File: config.mk
export PLATFORM = sky130hd
export DESIGN_NAME = txring_dma
export DESIGN_NICKNAME = d
export VERILOG_FILES = /design/src/rtl/txring_pkg.sv /design/src/rtl/txring_nextaddr.sv /design/src/rtl/txring_bytesel.sv /design/src/rtl/txring_ctrl.sv /design/src/rtl/txring_dma.sv
export SDC_FILE = /design/constraint.sdc
export NUM_CORES = 1
export LEC_CHECK = 0
export BUFFER_PORTS_ARGS = -buffer_cell sky130_fd_sc_hd__buf_2
export CORE_MARGIN = 1.5
export CORE_UTILIZATION = 55
export DETAILED_ROUTE_END_ITERATION = 10
export PLACE_DENSITY = 0.87
export SYNTH_ARGS = -nofsm -noshare
export SYNTH_HDL_FRONTEND = slang
export SYNTH_HIERARCHICAL = 1
export SYNTH_SLANG_ARGS = --single-unit
File: constraint.sdc
create_clock -name clk -period 2.5 [get_ports clk]
set_input_delay 0 -clock clk [delete_from_list [all_inputs] [get_ports clk]]
set_output_delay 0 -clock clk [all_outputs]
set_load 0.01 [all_outputs]
File: src/rtl/txring_pkg.sv
package txring_pkg;

    typedef enum logic [3:0] {
        S_IDLE,
        S_FETCH0,
        S_FETCH1,
        S_FETCH2,
        S_FETCH3,
        S_LOAD,
        S_EMIT,
        S_CLOSE,
        S_ADVANCE,
        S_HALT
    } tx_state_e;

    // control word bit positions (fixed by the descriptor layout)
    localparam int unsigned OWN_BIT   = 31;
    localparam int unsigned IRQ_BIT   = 30;
    localparam int unsigned LAST_BIT  = 29;
    localparam int unsigned FIRST_BIT = 28;
    localparam int unsigned WRAP_BIT  = 21;
    localparam int unsigned LINK_BIT  = 20;
    localparam int unsigned ERR_BIT   = 15;

    localparam logic [2:0] PS_STOP  = 3'b000;
    localparam logic [2:0] PS_FETCH = 3'b001;
    localparam logic [2:0] PS_WAIT  = 3'b010;
    localparam logic [2:0] PS_READ  = 3'b011;
    localparam logic [2:0] PS_SUSP  = 3'b110;

    function automatic logic [2:0] state_code(input tx_state_e s);
        logic [2:0] c;
        case (s)
            S_FETCH0, S_FETCH1, S_FETCH2,
            S_FETCH3, S_ADVANCE:          c = PS_FETCH;
            S_LOAD, S_EMIT:               c = PS_READ;
            S_CLOSE:                      c = PS_WAIT;
            S_HALT:                       c = PS_SUSP;
            default:                      c = PS_STOP;
        endcase
        return c;
    endfunction

endpackage

File: src/rtl/txring_nextaddr.sv
module txring_nextaddr #(
    parameter int AW = 32,
    parameter int DW = 32
) (
    input  logic [AW-1:0] cur_i,
    input  logic [AW-1:0] base_i,
    input  logic [AW-1:0] link_i,
    input  logic          wrap_i,
    input  logic          chain_i,
    output logic [AW-1:0] next_o
);
    localparam int DESC_BYTES = 4 * (DW / 8);

    // wrap has priority over chaining; otherwise descriptors are contiguous
    always_comb begin
        if (wrap_i)
            next_o = base_i;
        else if (chain_i)
            next_o = link_i;
        else
            next_o = cur_i + AW'(DESC_BYTES);
    end
endmodule

File: src/rtl/txring_bytesel.sv
module txring_bytesel #(
    parameter int DW = 32,
    localparam int LANES = DW / 8,
    localparam int SELW = (LANES > 1) ? $clog2(LANES) : 1
) (
    input  logic [DW-1:0]   word_i,
    input  logic [SELW-1:0] idx_i,
    output logic [7:0]      byte_o
);
    logic [7:0] lane [LANES];

    for (genvar g = 0; g < LANES; g++) begin : g_lane
        assign lane[g] = word_i[8*g +: 8];
    end

    assign byte_o = lane[idx_i];
endmodule

File: src/rtl/txring_ctrl.sv
module txring_ctrl
    import txring_pkg::*;
#(
    parameter int AW = 32,
    parameter int DW = 32,
    parameter int LEN_W = 12,
    localparam int LANES = DW / 8,
    localparam int SELW = (LANES > 1) ? $clog2(LANES) : 1
) (
    input  logic            clk,
    input  logic            rst_n,
    input  logic [AW-1:0]   cfg_base,
    input  logic            cfg_run,
    input  logic            poll_req,
    input  logic            mem_ack,
    input  logic [DW-1:0]   mem_rdata,
    input  logic            tx_ready,
    input  logic [AW-1:0]   next_addr_i,
    output tx_state_e       state_o,
    output logic [AW-1:0]   cur_addr_o,
    output logic [DW-1:0]   ctrl_o,
    output logic [AW-1:0]   link_o,
    output logic [DW-1:0]   word_o,
    output logic [SELW-1:0] lane_o,
    output logic            mem_req,
    output logic            mem_we,
    output logic [AW-1:0]   mem_addr,
    output logic [DW-1:0]   mem_wdata,
    output logic            tx_valid,
    output logic            tx_first,
    output logic            tx_last,
    output logic            irq
);
    localparam int STEP = DW / 8;
    localparam logic [SELW-1:0] LAST_LANE = SELW'(LANES - 1);
    localparam logic [DW-1:0] CLR_MASK = (DW'(1) << OWN_BIT) | (DW'(1) << ERR_BIT);
    localparam logic [AW-1:0] ALIGN_MASK = ~AW'(STEP - 1);

    tx_state_e         state, nstate;
    logic [AW-1:0]     cur_q;
    logic [DW-1:0]     ctrl_q;
    logic [LEN_W-1:0]  len_q;
    logic [AW-1:0]     buf_q;
    logic [AW-1:0]     link_q;
    logic [DW-1:0]     word_q;
    logic [SELW-1:0]   lane_q;
    logic [LEN_W-1:0]  remain_q;
    logic              first_q;
    logic              irq_q;

    // state register
    always_ff @(posedge clk or negedge rst_n) begin
        if (!rst_n)
            state <= S_IDLE;
        else
            state <= nstate;
    end

    // transitions
    always_comb begin
        nstate = state;
        unique case (state)
            S_IDLE:    if (cfg_run) nstate = S_FETCH0;
            S_FETCH0:  if (mem_ack) nstate = mem_rdata[OWN_BIT] ? S_FETCH1 : S_HALT;
            S_FETCH1:  if (mem_ack) nstate = S_FETCH2;
            S_FETCH2:  if (mem_ack) nstate = S_FETCH3;
            S_FETCH3:  if (mem_ack) nstate = (len_q == '0) ? S_CLOSE : S_LOAD;
            S_LOAD:    if (mem_ack) nstate = S_EMIT;
            S_EMIT: begin
                if (tx_ready) begin
                    if (remain_q == LEN_W'(1))
                        nstate = S_CLOSE;
                    else if (lane_q == LAST_LANE)
                        nstate = S_LOAD;
                end
            end
            S_CLOSE:   if (mem_ack) nstate = S_ADVANCE;
            S_ADVANCE: nstate = cfg_run ? S_FETCH0 : S_IDLE;
            S_HALT: begin
                if (!cfg_run)
                    nstate = S_IDLE;
                else if (poll_req)
                    nstate = S_FETCH0;
            end
            default:   nstate = S_IDLE;
        endcase
    end

    // outputs
    always_comb begin
        mem_req   = 1'b0;
        mem_we    = 1'b0;
        mem_addr  = '0;
        mem_wdata = '0;
        unique case (state)
            S_FETCH0: begin mem_req = 1'b1; mem_addr = cur_q; end
            S_FETCH1: begin mem_req = 1'b1; mem_addr = cur_q + AW'(STEP); end
            S_FETCH2: begin mem_req = 1'b1; mem_addr = cur_q + AW'(2 * STEP); end
            S_FETCH3: begin mem_req = 1'b1; mem_addr = cur_q + AW'(3 * STEP); end
            S_LOAD:   begin mem_req = 1'b1; mem_addr = buf_q; end
            S_CLOSE: begin
                mem_req   = 1'b1;
                mem_we    = 1'b1;
                mem_addr  = cur_q;
                mem_wdata = ctrl_q & ~CLR_MASK;
            end
            default: ;
        endcase
        tx_valid = (state == S_EMIT);
        tx_first = tx_valid && first_q && ctrl_q[FIRST_BIT];
        tx_last  = tx_valid && (remain_q == LEN_W'(1)) && ctrl_q[LAST_BIT];
    end

    // datapath registers
    always_ff @(posedge clk or negedge rst_n) begin
        if (!rst_n) begin
            cur_q    <= '0;
            ctrl_q   <= '0;
            len_q    <= '0;
            buf_q    <= '0;
            link_q   <= '0;
            word_q   <= '0;
            lane_q   <= '0;
            remain_q <= '0;
            first_q  <= 1'b0;
            irq_q    <= 1'b0;
        end else begin
            irq_q <= 1'b0;
            unique case (state)
                S_IDLE:   if (cfg_run) cur_q <= cfg_base;
                S_FETCH0: if (mem_ack) ctrl_q <= mem_rdata;
                S_FETCH1: if (mem_ack) len_q <= mem_rdata[LEN_W-1:0];
                S_FETCH2: if (mem_ack) buf_q <= mem_rdata[AW-1:0] & ALIGN_MASK;
                S_FETCH3: begin
                    if (mem_ack) begin
                        link_q   <= mem_rdata[AW-1:0];
                        remain_q <= len_q;
                        first_q  <= 1'b1;
                    end
                end
                S_LOAD: begin
                    if (mem_ack) begin
                        word_q <= mem_rdata;
                        lane_q <= '0;
                        buf_q  <= buf_q + AW'(STEP);
                    end
                end
                S_EMIT: begin
                    if (tx_ready) begin
                        remain_q <= remain_q - 1'b1;
                        first_q  <= 1'b0;
                        lane_q   <= lane_q + 1'b1;
                    end
                end
                S_CLOSE:   if (mem_ack) irq_q <= ctrl_q[IRQ_BIT];
                S_ADVANCE: cur_q <= next_addr_i;
                default: ;
            endcase
        end
    end

    assign state_o    = state;
    assign cur_addr_o = cur_q;
    assign ctrl_o     = ctrl_q;
    assign link_o     = link_q;
    assign word_o     = word_q;
    assign lane_o     = lane_q;
    assign irq        = irq_q;
endmodule

File: src/rtl/txring_dma.sv
module txring_dma
    import txring_pkg::*;
#(
    parameter int AW = 32,
    parameter int DW = 32,
    parameter int LEN_W = 12,
    localparam int LANES = DW / 8,
    localparam int SELW = (LANES > 1) ? $clog2(LANES) : 1
) (
    input  logic          clk,
    input  logic          rst_n,
    input  logic [AW-1:0] cfg_base,
    input  logic          cfg_run,
    input  logic          poll_req,
    output logic [2:0]    proc_state,
    output logic          mem_req,
    output logic          mem_we,
    output logic [AW-1:0] mem_addr,
    output logic [DW-1:0] mem_wdata,
    input  logic          mem_ack,
    input  logic [DW-1:0] mem_rdata,
    output logic          tx_valid,
    input  logic          tx_ready,
    output logic [7:0]    tx_data,
    output logic          tx_first,
    output logic          tx_last,
    output logic          irq
);
    tx_state_e       state;
    logic [AW-1:0]   cur_addr;
    logic [DW-1:0]   ctrl_w;
    logic [AW-1:0]   link_ptr;
    logic [DW-1:0]   word_w;
    logic [SELW-1:0] lane_w;
    logic [AW-1:0]   next_addr;

    txring_ctrl #(.AW(AW), .DW(DW), .LEN_W(LEN_W)) u_ctrl (
        .clk        (clk),
        .rst_n      (rst_n),
        .cfg_base   (cfg_base),
        .cfg_run    (cfg_run),
        .poll_req   (poll_req),
        .mem_ack    (mem_ack),
        .mem_rdata  (mem_rdata),
        .tx_ready   (tx_ready),
        .next_addr_i(next_addr),
        .state_o    (state),
        .cur_addr_o (cur_addr),
        .ctrl_o     (ctrl_w),
        .link_o     (link_ptr),
        .word_o     (word_w),
        .lane_o     (lane_w),
        .mem_req    (mem_req),
        .mem_we     (mem_we),
        .mem_addr   (mem_addr),
        .mem_wdata  (mem_wdata),
        .tx_valid   (tx_valid),
        .tx_first   (tx_first),
        .tx_last    (tx_last),
        .irq        (irq)
    );

    txring_nextaddr #(.AW(AW), .DW(DW)) u_next (
        .cur_i  (cur_addr),
        .base_i (cfg_base),
        .link_i (link_ptr),
        .wrap_i (ctrl_w[WRAP_BIT]),
        .chain_i(ctrl_w[LINK_BIT]),
        .next_o (next_addr)
    );

    txring_bytesel #(.DW(DW)) u_bytes (
        .word_i(word_w),
        .idx_i (lane_w),
        .byte_o(tx_data)
    );

    assign proc_state = state_code(state);
endmodule

==> flow_summary.toml <==
[status]
outcome = "finished, violations left"
violations = "negative setup slack"

[sta]
fmax_mhz = 358
slew_viol_final = 0
setup_violations = 27
tightestPinTransition_ns = 0.800
timing.hold.ws_ns = 0.0759
rsz0062_at_grt = "yes"
setup_ws_ns = -0.289
finalCriticalPeriod_ns = 2.79
max-slew-margin-rel_pct = 46.6
finClkSkew_ns = 0.0138
hold_viol = 0
fin_crit_sh_pct = 112

[placed_design]
hpwl_um = 30000
place_congestion = 1.07
port_buffers = 148

[layout]
multiInputGateArea_mm2 = 0.00726
ff_latch_area_mm2 = 0.00472
nets = 1667
syn_to_final_growth_pct = 28.8
utilization_pct = 72.2
drive_gt1_share_pct = 32.4
fillers = 1484
num_antenna_cells = 0

[hold_path]
whs_path_depth = 3
min_path_type = "primary input to flop"

[detailed_routing]
drtPass1Iterations = 6
drc = 0
wire_per_inst_um = 24.9
drtIter0Drc = 2066
num_vias = 13000
routed_via_density = 6.89
drtAntennaViolNets = 0
wl_um = 46900

[cts]
cts_buffers = 17
clkLatencyLatePin_ns = 0.45
cts_tree = "yes"
cts_max_level = 4
cts.root.buffer_cell = "clkbuf_16"
clock_sinks = 188
clockBufferDepth = 2
clk_pin_slew_ns = 0.07

[floorplan]
die-area_mm2 = 0.0231
die_x_um = 152
die-height_um = 152
core_area_mm2 = 0.0218
ios = 151
start_util_pct = 56.0
rows = 54

[setup_path]
required_ns = 2.50
worst_r2r_path_depth = 7
cpMaxStageDelayCell = "or4b_1"
cp_top_family = "simple AND/OR/NAND/NOR gates"
criticalPathCategory = "flop to output port"
arrival_ns = 2.79
path_buf_inv = 1
cpPeakStageDelay_ns = 0.50
path_cells = "nor4b_4 -> xnor2_1 -> ha_2 -> a21oi_1 -> or4b_1 -> xor2_1 -> o211ai_1 -> buf_2"
cp_num_cells = 8
cp-end-kind = "output port"
critPathMaxFanout = 5
startpoint_type = "flop"

[logic_synthesis]
syn_area_mm2 = 0.0122
synth_cells = 1322
ys_warn_count = 6
avgSynthCellArea_um2 = 9.22

[power_and_ir_drop]
vdd_ir_drop_max_v = 0.000904
p_leak_nw = 6.64
pwr_density_cell_mw_per_mm2 = 1460

[grt]
grt_max_degree = 71
grt_pass1_vias = 11800
antenna_found_initial = 1
grt_pass1_wl_um = 67600
grt_usage_pct = 37.6
gr-total-overflow = 0

[run]
maxCapViolCount = 0
## timing repair
item,4_1_cts,5_1_grt
pin swaps,8,21
setup endpoints to repair,26,59
hold endpoints to repair,220,0
setup buffers,17,20
resized for setup,53,56
cloned,2,3
hold buffers,69,0
## registers in the layout, indices dropped and copies added (netlist names)
register,count
u_ctrl/word_o,32
u_ctrl/link_o,32
u_ctrl/len_q,12
u_ctrl/lane_o,2
u_ctrl/irq,1
u_ctrl/first_q,1
u_ctrl/state_o,4
u_ctrl/buf_q,30
u_ctrl/cur_addr_o,32
u_ctrl/remain_q,12
u_ctrl/ctrl_o,30
## worst paths after layout
check / startpoint / end / slack (ns)
min in group asynchronous: rst_n / u_ctrl/cur_addr_o[1] / 0.09
max in group asynchronous: rst_n / u_ctrl/buf_q[24] / 1.61
hold / removal: cfg_run / u_ctrl/state_o[0] / 0.08
hold reg to reg: u_ctrl/ctrl_o[18] / u_ctrl/ctrl_o[18] / 0.50
setup reg to reg: u_ctrl/state_o[1] / u_ctrl/state_o[3] / 0.05
setup / recovery: u_ctrl/state_o[0] / mem_addr[30] / -0.29
## where the power goes
part | switching [mW] | internal (mW)
Combinational | 7.54 | 5.99
Sequential | 2.03 | 4.58
Clock | 1.38 | 1.38
## layout by cell type, fill, tap and decap left out, drive strengths merged, types with 39 or more instances in the layout
cell type,instances
a21oi,119
buf,271
dfrtp,188
dlygate4sd3,69
mux2,107
mux2i,46
nand2,112
nand3,58
nand4,39
nor2,85
o21ai,79
## per-layer routing
metal / routed length [µm] / track usage, % / up-vias
li1: - / - / 5464
met1: 17400 / 49.2 / 6170
met2: 21000 / 57.9 / 1088
met3: 4980 / 6.39 / 257
met4: 3480 / 24.0 / 0
met5: 0 / 0 / -
## stage by stage
step / worst slack (ns) / power (mW) / cells / TNS (ns) / area (µm²)
2_1_floorplan: 0.264 / 13.3 / 1323 / 0 / 12200
3_3_place_gp: 0.120 / 17.3 / 1743 / 0 / 13600
3_5_place_dp: 0.125 / 17.7 / 1743 / 0 / 13600
4_1_cts: -0.232 / 21.3 / 1862 / -1.77 / 15300
5_1_grt: -0.409 / 23.8 / 1883 / -5.42 / 15700
6_report: -0.289 / 22.9 / 1883 / -3.22 / 15700
## worst reg2reg max path, delay by kind of cell (launching register included)
| family | cells | cell delay, ns |
|---|---|---|
| simple gates | 1 | 0.19 |
| buf+inv | 2 | 0.32 |
| xor+xnor | 1 | 0.21 |
| compound gates | 3 | 1.22 |
| flops | 1 | 0.42 |
## final cells by class
cell class                      instances  share of cell area, %
Tap cell                              280                   2.23
Multi-Input combinational cell       1012                   46.2
Inverter                               26                  0.645
Clock inverter                         13                  0.829
Sequential cell                       188                   30.1
Timing Repair Buffer                  345                   17.1
Clock buffer                           19                   2.88
(Power assumes the default switching activity.)
